**config.mk**
```make
export PLATFORM = sky130hd
export DESIGN_NAME = grp_vec_intc
export DESIGN_NICKNAME = d
export VERILOG_FILES = /design/src/rtl/grp_vec_intc_pkg.sv /design/src/rtl/grp_vec_intc_cell.sv /design/src/rtl/grp_vec_intc_group.sv /design/src/rtl/grp_vec_intc_prio.sv /design/src/rtl/grp_vec_intc.sv
export SDC_FILE = /design/constraint.sdc
export NUM_CORES = 2
export LEC_CHECK = 0
export ABC_AREA = 1
export BUFFER_PORTS_ARGS = -buffer_cell sky130_fd_sc_hd__buf_2
export CORE_MARGIN = 5
export CORE_UTILIZATION = 50
export DETAILED_ROUTE_END_ITERATION = 10
export PLACE_DENSITY = 0.73
export SLEW_MARGIN = 10
export SYNTH_ARGS = -nofsm -noshare
export SYNTH_HDL_FRONTEND = slang
export SYNTH_SLANG_ARGS = --single-unit
```
**constraint.sdc**
```tcl
create_clock -name clk_i -period 14 [get_ports clk_i]
set_input_delay 0.7 -clock clk_i [delete_from_list [all_inputs] [get_ports clk_i]]
set_output_delay 0.7 -clock clk_i [all_outputs]
set_load 0.1 [all_outputs]
```
**src/rtl/grp_vec_intc_pkg.sv**
```systemverilog
package grp_vec_intc_pkg;

  // Register selector inside one group window (low two address bits)
  typedef enum logic [1:0] {
    SEL_STATUS   = 2'd0,
    SEL_ENABLE   = 2'd1,
    SEL_MODE     = 2'd2,
    SEL_POLARITY = 2'd3
  } reg_sel_e;

  typedef struct packed {
    logic      hit_grp;
    logic      hit_vec;
    logic [7:0] grp;
    reg_sel_e  sel;
  } dec_t;

  // Map a byte address onto a group window or the vector slot.
  // Slots 1..low_groups hold groups 0..low_groups-1, slot low_groups+1
  // holds the vector, and later slots hold the remaining groups.
  function automatic dec_t decode_addr(input int unsigned a,
                                       input int unsigned n_groups,
                                       input int unsigned low_groups);
    dec_t d;
    int unsigned slot;
    d     = '0;
    slot  = a >> 2;
    d.sel = reg_sel_e'(2'(a % 4));
    if (slot >= 1 && slot <= low_groups) begin
      d.hit_grp = 1'b1;
      d.grp     = 8'(slot - 1);
    end else if (slot >= low_groups + 2 && slot < n_groups + 2) begin
      d.hit_grp = 1'b1;
      d.grp     = 8'(slot - 2);
    end else if (slot == low_groups + 1 && (a % 4) == 0) begin
      d.hit_vec = 1'b1;
    end
    return d;
  endfunction

  // Vector code: winning source number shifted by the offset, or the
  // bare offset when nothing is pending.
  function automatic int unsigned vec_code(input logic found,
                                           input int unsigned idx,
                                           input int unsigned offset);
    return found ? idx + offset : offset;
  endfunction

endpackage

```
**src/rtl/grp_vec_intc_cell.sv**
```systemverilog
module grp_vec_intc_cell #(
  parameter int unsigned SYNC_STAGES = 2
) (
  input  logic clk_i,
  input  logic rst_ni,
  input  logic src_i,
  input  logic edge_mode_i,
  input  logic active_low_i,
  input  logic clr_i,
  output logic status_o
);

  logic [SYNC_STAGES-1:0] sync_q;
  logic                   prev_q;
  logic                   status_q;

  logic act_now;
  logic act_prev;
  logic edge_hit;
  logic set_hit;

  always_ff @(posedge clk_i or negedge rst_ni) begin
    if (!rst_ni) begin
      sync_q <= '0;
      prev_q <= 1'b0;
    end else begin
      sync_q <= {sync_q[SYNC_STAGES-2:0], src_i};
      prev_q <= sync_q[SYNC_STAGES-1];
    end
  end

  assign act_now  = sync_q[SYNC_STAGES-1] ^ active_low_i;
  assign act_prev = prev_q ^ active_low_i;
  assign edge_hit = act_now & ~act_prev;
  assign set_hit  = edge_mode_i ? edge_hit : act_now;

  always_ff @(posedge clk_i or negedge rst_ni) begin
    if (!rst_ni) status_q <= 1'b0;
    else         status_q <= (status_q & ~clr_i) | set_hit;
  end

  assign status_o = status_q;


  level_hold_chk: assert property (@(posedge clk_i) disable iff (!rst_ni)
    (!edge_mode_i && act_now) |=> status_q);


  clear_takes_chk: assert property (@(posedge clk_i) disable iff (!rst_ni)
    (clr_i && !set_hit) |=> !status_q);


  edge_only_chk: assert property (@(posedge clk_i) disable iff (!rst_ni)
    (edge_mode_i && !status_q && !edge_hit) |=> !status_q);

endmodule

```
**src/rtl/grp_vec_intc_group.sv**
```systemverilog
module grp_vec_intc_group
  import grp_vec_intc_pkg::*;
#(
  parameter int unsigned GROUP_W     = 8,
  parameter int unsigned SYNC_STAGES = 2
) (
  input  logic               clk_i,
  input  logic               rst_ni,
  input  logic [GROUP_W-1:0] src_i,
  input  logic               wr_i,
  input  reg_sel_e           sel_i,
  input  logic [GROUP_W-1:0] wdata_i,
  output logic [GROUP_W-1:0] status_o,
  output logic [GROUP_W-1:0] enable_o,
  output logic [GROUP_W-1:0] mode_o,
  output logic [GROUP_W-1:0] pol_o,
  output logic [GROUP_W-1:0] pend_o
);

  logic [GROUP_W-1:0] en_q;
  logic [GROUP_W-1:0] mode_q;
  logic [GROUP_W-1:0] pol_q;
  logic [GROUP_W-1:0] clr_mask;
  logic [GROUP_W-1:0] status_w;

  always_ff @(posedge clk_i or negedge rst_ni) begin
    if (!rst_ni) begin
      en_q   <= '0;
      mode_q <= '0;
      pol_q  <= '0;
    end else if (wr_i) begin
      case (sel_i)
        SEL_ENABLE:   en_q   <= wdata_i;
        SEL_MODE:     mode_q <= wdata_i;
        SEL_POLARITY: pol_q  <= wdata_i;
        default:      ;
      endcase
    end
  end

  // Write-one-to-clear mask, only for a status write
  assign clr_mask = (wr_i && sel_i == SEL_STATUS) ? wdata_i : '0;

  for (genvar b = 0; b < GROUP_W; b++) begin : g_cell
    grp_vec_intc_cell #(
      .SYNC_STAGES(SYNC_STAGES)
    ) u_cell (
      .clk_i       (clk_i),
      .rst_ni      (rst_ni),
      .src_i       (src_i[b]),
      .edge_mode_i (mode_q[b]),
      .active_low_i(pol_q[b]),
      .clr_i       (clr_mask[b]),
      .status_o    (status_w[b])
    );
  end

  assign status_o = status_w;
  assign enable_o = en_q;
  assign mode_o   = mode_q;
  assign pol_o    = pol_q;
  assign pend_o   = status_w & en_q;

endmodule

```
**src/rtl/grp_vec_intc_prio.sv**
```systemverilog
module grp_vec_intc_prio #(
  parameter int unsigned N = 232
) (
  input  logic [N-1:0]         req_i,
  output logic                 found_o,
  output logic [$clog2(N)-1:0] idx_o
);

  localparam int unsigned IDX_W = $clog2(N);

  // Scan from the top so the lowest set index is the last one kept
  always_comb begin
    found_o = 1'b0;
    idx_o   = '0;
    for (int i = N - 1; i >= 0; i--) begin
      if (req_i[i]) begin
        found_o = 1'b1;
        idx_o   = IDX_W'(i);
      end
    end
  end

endmodule

```
**src/rtl/grp_vec_intc.sv**
```systemverilog
module grp_vec_intc
  import grp_vec_intc_pkg::*;
#(
  parameter int unsigned NUM_GROUPS  = 29,
  parameter int unsigned GROUP_W     = 8,
  parameter int unsigned ADDR_W      = 8,
  parameter int unsigned LOW_GROUPS  = 3,
  parameter int unsigned VEC_OFFSET  = 16,
  parameter int unsigned SYNC_STAGES = 2
) (
  input  logic                          clk_i,
  input  logic                          rst_ni,
  input  logic [NUM_GROUPS*GROUP_W-1:0] src_i,
  input  logic                          wr_en_i,
  input  logic                          rd_en_i,
  input  logic [ADDR_W-1:0]             addr_i,
  input  logic [GROUP_W-1:0]            wdata_i,
  output logic [GROUP_W-1:0]            rdata_o,
  output logic                          irq_o
);

  localparam int unsigned NUM_SRC   = NUM_GROUPS * GROUP_W;
  localparam int unsigned IDX_W     = $clog2(NUM_SRC);
  localparam int unsigned GRP_IDX_W = $clog2(NUM_GROUPS);

  dec_t                 dec;
  logic [GRP_IDX_W-1:0] grp_sel;

  logic [GROUP_W-1:0] status_arr [NUM_GROUPS];
  logic [GROUP_W-1:0] enable_arr [NUM_GROUPS];
  logic [GROUP_W-1:0] mode_arr   [NUM_GROUPS];
  logic [GROUP_W-1:0] pol_arr    [NUM_GROUPS];
  logic [NUM_SRC-1:0] pend_flat;

  logic               found;
  logic [IDX_W-1:0]   win_idx;
  logic [GROUP_W-1:0] vec_d;
  logic [GROUP_W-1:0] vec_q;
  logic [GROUP_W-1:0] rd_d;
  logic [GROUP_W-1:0] rdata_q;

  assign dec     = decode_addr(int'(addr_i), NUM_GROUPS, LOW_GROUPS);
  assign grp_sel = dec.grp[GRP_IDX_W-1:0];

  for (genvar g = 0; g < NUM_GROUPS; g++) begin : g_grp
    logic grp_wr;
    logic [GROUP_W-1:0] pend_w;
    assign grp_wr = wr_en_i && dec.hit_grp && (grp_sel == GRP_IDX_W'(g));

    grp_vec_intc_group #(
      .GROUP_W    (GROUP_W),
      .SYNC_STAGES(SYNC_STAGES)
    ) u_group (
      .clk_i   (clk_i),
      .rst_ni  (rst_ni),
      .src_i   (src_i[g*GROUP_W +: GROUP_W]),
      .wr_i    (grp_wr),
      .sel_i   (dec.sel),
      .wdata_i (wdata_i),
      .status_o(status_arr[g]),
      .enable_o(enable_arr[g]),
      .mode_o  (mode_arr[g]),
      .pol_o   (pol_arr[g]),
      .pend_o  (pend_w)
    );

    assign pend_flat[g*GROUP_W +: GROUP_W] = pend_w;
  end

  grp_vec_intc_prio #(
    .N(NUM_SRC)
  ) u_prio (
    .req_i  (pend_flat),
    .found_o(found),
    .idx_o  (win_idx)
  );

  assign vec_d = GROUP_W'(vec_code(found, int'(win_idx), VEC_OFFSET));

  always_ff @(posedge clk_i or negedge rst_ni) begin
    if (!rst_ni) vec_q <= GROUP_W'(VEC_OFFSET);
    else         vec_q <= vec_d;
  end

  always_comb begin
    rd_d = '0;
    if (dec.hit_vec) begin
      rd_d = vec_q;
    end else if (dec.hit_grp) begin
      case (dec.sel)
        SEL_STATUS:   rd_d = status_arr[grp_sel];
        SEL_ENABLE:   rd_d = enable_arr[grp_sel];
        SEL_MODE:     rd_d = mode_arr[grp_sel];
        SEL_POLARITY: rd_d = pol_arr[grp_sel];
        default:      rd_d = '0;
      endcase
    end
  end

  always_ff @(posedge clk_i or negedge rst_ni) begin
    if (!rst_ni)      rdata_q <= '0;
    else if (rd_en_i) rdata_q <= rd_d;
  end

  assign rdata_o = rdata_q;
  assign irq_o   = |pend_flat;


  idle_vec_chk: assert property (@(posedge clk_i) disable iff (!rst_ni)
    !irq_o |=> (vec_q == GROUP_W'(VEC_OFFSET)));


  vec_stable_chk: assert property (@(posedge clk_i) disable iff (!rst_ni)
    $stable(pend_flat) |=> $stable(vec_q));


  rd_vec_chk: assert property (@(posedge clk_i) disable iff (!rst_ni)
    (rd_en_i && dec.hit_vec) |=> (rdata_o == $past(vec_q)));

endmodule

```
==> qor.csv <==
metric,value,unit
regArea,41000,um^2
hold-worst-slack,0.271,ns
grt_max_degree,189,
fp.coreArea,133000,um^2
critical-path-top-delay-family,simple AND/OR/NAND/NOR gates,
cpMostUsedCell,nand2_1,
grt_pass1_wl,337000,um
ys_warn_count,0,
synth_compound_area_share,16.8,%
clk_pin_slew,0.06,ns
cp-endpoint,vec_q[0],
num_rows,134,
multi_input_area,22900,um^2
track_usage,31.7,%
synth-seq-cells,1640,
cellPowerDensity,145,nW/um^2
cp_max_fo,3,
outcome,finished clean,
route.detailed.drc,0,
yosys.area_share.simple,17.0,%
wl_per_cell,24.3,um
yosysTopAreaCell,dfrtp_1,
maxCapViolations,0,
drv_slew,0,
numCtsBuffers,169,
worst_ep_arrival_time,12.98,ns
fillers,11300,
clock.fmax,81.6,MHz
io_buffer_count,260,
synthArstFlopShare,100,%
area_growth,16.7,%
max_stage_delay,0.40,ns
rsz0062_at_grt,yes,
synth_top_family_by_area,simple AND/OR/NAND/NOR gates,
synth_top_cell_area_share,61.2,%
crit_required,14.72,ns
postPlaceCellArea,69900,um^2
htree_levels,4,
avgSynthCellArea,9.54,um^2
rr_endpoint,vec_q[0],
place_congestion,1.05,
ir_drop,0.000128,V
die_y,376,um
max_slew_margin,8.72,%
cts_tree,yes,
path_depth,232,
synthMuxAreaShare,0,%
finalHoldViolCount,0,
critPathKind,reg2reg,
initial_core_util,50.3,%
start_kind,register,
yosysSeqAreaShare,61.2,%
cp.buffers_inverters,1,
ant_nets,0,
final_nets,7673,
r2r_start,g_grp[28].u_group.enable_o[7],
worst_slew_pin_slew,1.37,ns
cpMaxStageDelayCell,dfrtp_1,
via_per_inst,5.92,
hold_path.class,in2reg,
synth.area.top_cells,"dfrtp_1 61%, nand2_1 8.7%, o21ai_0 8.6%",
dieArea,141000,um^2
synthFlopType,dfrtp_1,
min_period,12.26,ns
synth-edff-count,0,
synthAdderAreaFrac,0.131,%
synth_fp_nets,7282,
root_buffer,clkbuf_16,
netlist_area,67000,um^2
regToRegSetupSlack,1.74,ns
skew,0.0230,ns
final_layout_size_suffix_gt1_share,10.4,%
synthXorXnorAreaFrac,0.0261,%
via_count,55200,
post-route-period-util,87.6,%
drtIter0Drc,6501,
setup_viol,0,
clkSinkCount,1640,
first_pass_iters,6,
ioPinCount,261,
syn_inst,7023,
antenna_found_initial,6,
clock_latency,0.83,ns
die_x,376,um
max-clock-path-buffers,3,
first_global_vias,53700,
dpl.hpwl,154000,um
synth.distinct_cells,37,
final_area,78200,um^2
cp-end-kind,register,
routed_wl,226000,um
p_leak,33.6,nW
r2r_cells,232,
worstSetupStartpoint,g_grp[28].u_group.enable_o[7],
grt_overflow,0,
-- cell usage in the layout (no fill, tap or decap), types with 3 or more instances in the layout --
cell type / netlist / layout
a21oi_1: 33 / 32
a221oi_1: 6 / 6
a22oi_1: 17 / 17
a31oi_1: 18 / 18
a41oi_1: 19 / 19
buf_12: 0 / 6
buf_2: 0 / 259
buf_4: 0 / 61
bufinv_16: 0 / 17
clkbuf_1: 307 / 40
clkbuf_16: 0 / 169
clkbuf_8: 0 / 35
clkinv_16: 0 / 6
clkinv_2: 0 / 31
clkinv_4: 0 / 3
clkinv_8: 0 / 4
dfrtp_1: 1639 / 1639
diode_2: 0 / 3
dlygate4sd3_1: 0 / 233
ha_1: 7 / 7
inv_1: 507 / 498
inv_16: 0 / 3
inv_6: 0 / 9
nand2_1: 1551 / 1543
nand2_2: 3 / 11
nand2_4: 147 / 147
nand3_1: 346 / 346
nand4_1: 40 / 40
nor2_1: 503 / 490
nor2_2: 0 / 5
nor2_4: 0 / 8
nor3_1: 5 / 5
o211ai_1: 5 / 5
o21ai_0: 1156 / 1156
o221ai_1: 8 / 8
o22ai_1: 416 / 416
o311ai_0: 237 / 237
-- timing repair --
| item | in CTS | in global routing |
|---|---|---|
| gates resized for setup | 0 | 9 |
| hold buffers | 233 | 0 |
| hold endpoints to repair | 367 | 0 |
| endpoints found under the setup margin | 0 | 1 |
| setup buffers | 0 | 2 |
-- state kept, by name, indices dropped and copies added, names as in the netlist --
register,flops
g_grp.u_group.enable_o,232
g_grp.u_group.g_cell.u_cell.prev_q,232
g_grp.u_group.g_cell.u_cell.status_o,232
g_grp.u_group.g_cell.u_cell.sync_q,464
g_grp.u_group.mode_o,232
g_grp.u_group.pol_o,232
rdata_o,8
vec_q,8
-- kinds of logic (layout without fill, tap and decap cells) --
logic type      count (synthesis)  count (layout)
other cells                     0               3
fa+ha+maj                       7               7
simple gates                 2599            2599
compound gates               1924            1924
flops                        1640            1640
buf+inv                       851            1379
xor+xnor                        2               2
-- report_power, final --
group          leakage [nW]  internal, W  switching, W
Sequential             20.0      0.00498      0.000207
Combinational          10.8     0.000446       0.00102
Clock                  2.88      0.00276       0.00197
-- worst register-to-register path, delay by kind of cell, from the launching register on --
| kind | cells | cell delay, ns |
|---|---|---|
| simple gates | 230 | 11.70 |
| flops | 1 | 0.40 |
| buf+inv | 1 | 0.04 |
| compound gates | 1 | 0.04 |
-- worst min path at each step --
stage,start,end,cells past startpoint
final,rd_en_i,rdata_o[4],3
after global routing,rd_en_i,rdata_o[3],3
after CTS,rd_en_i,rdata_o[4],3
after detailed placement,g_grp[10].u_group.g_cell[7].u_cell.sync_q[0],g_grp[10].u_group.g_cell[7].u_cell.sync_q[1],0
after global placement,g_grp[8].u_group.g_cell[1].u_cell.sync_q[0],g_grp[8].u_group.g_cell[1].u_cell.sync_q[1],0
after floorplan,g_grp[0].u_group.g_cell[0].u_cell.sync_q[0],g_grp[0].u_group.g_cell[0].u_cell.sync_q[1],0
-- routing by layer --
| layer | global-route usage, % | share of wire [%] |
|---|---|---|
| met5 | 0 | 0 |
| met3 | 6.75 | 9.0 |
| met1 | 41.8 | 39 |
| met4 | 18.6 | 6.8 |
| met2 | 48.7 | 45 |
-- cell type report --
type / count / share of cell area, %
Multi-Input combinational cell: 4532 / 29.3
Antenna cell: 3 / 0.00960
Timing Repair Buffer: 559 / 5.38
Clock inverter: 64 / 1.31
Inverter: 512 / 2.50
Tap cell: 1768 / 2.83
Clock buffer: 244 / 6.22
Sequential cell: 1640 / 52.5
-- Yosys cell counts, drive strengths merged (2+ instances only) --
library cell / instances
or2: 2
o21ai: 1157
buf: 32
nand2: 1701
o31ai: 2
a22oi: 17
o2111ai: 2
a41oi: 19
nor2: 503
nand4: 40
a31oi: 18
dfrtp: 1639
nor3: 5
clkbuf: 307
clkinv: 2
nand3: 346
a21oi: 33
a221oi: 6
o211ai: 5
o22ai: 416
ha: 7
o311ai: 237
inv: 510
o221ai: 8
-- per-stage QoR --
stage | util (%) | TNS (ns) | power [W] | setup slack, ns | std cells
2_1_floorplan | - | 0 | 0.00601 | 3.79 | 7023
3_3_place_gp | 52.5 | 0 | 0.00661 | 1.60 | 8776
3_5_place_dp | 52.5 | 0 | 0.00663 | 1.82 | 8776
4_1_cts | 58.6 | 0 | 0.0114 | 1.70 | 9317
5_1_grt | 58.7 | -0.680 | 0.0118 | -0.680 | 9320
6_report | 58.7 | 0 | 0.0114 | 1.74 | 9322
No activity file was read; power rests on OpenSTA's default activity.
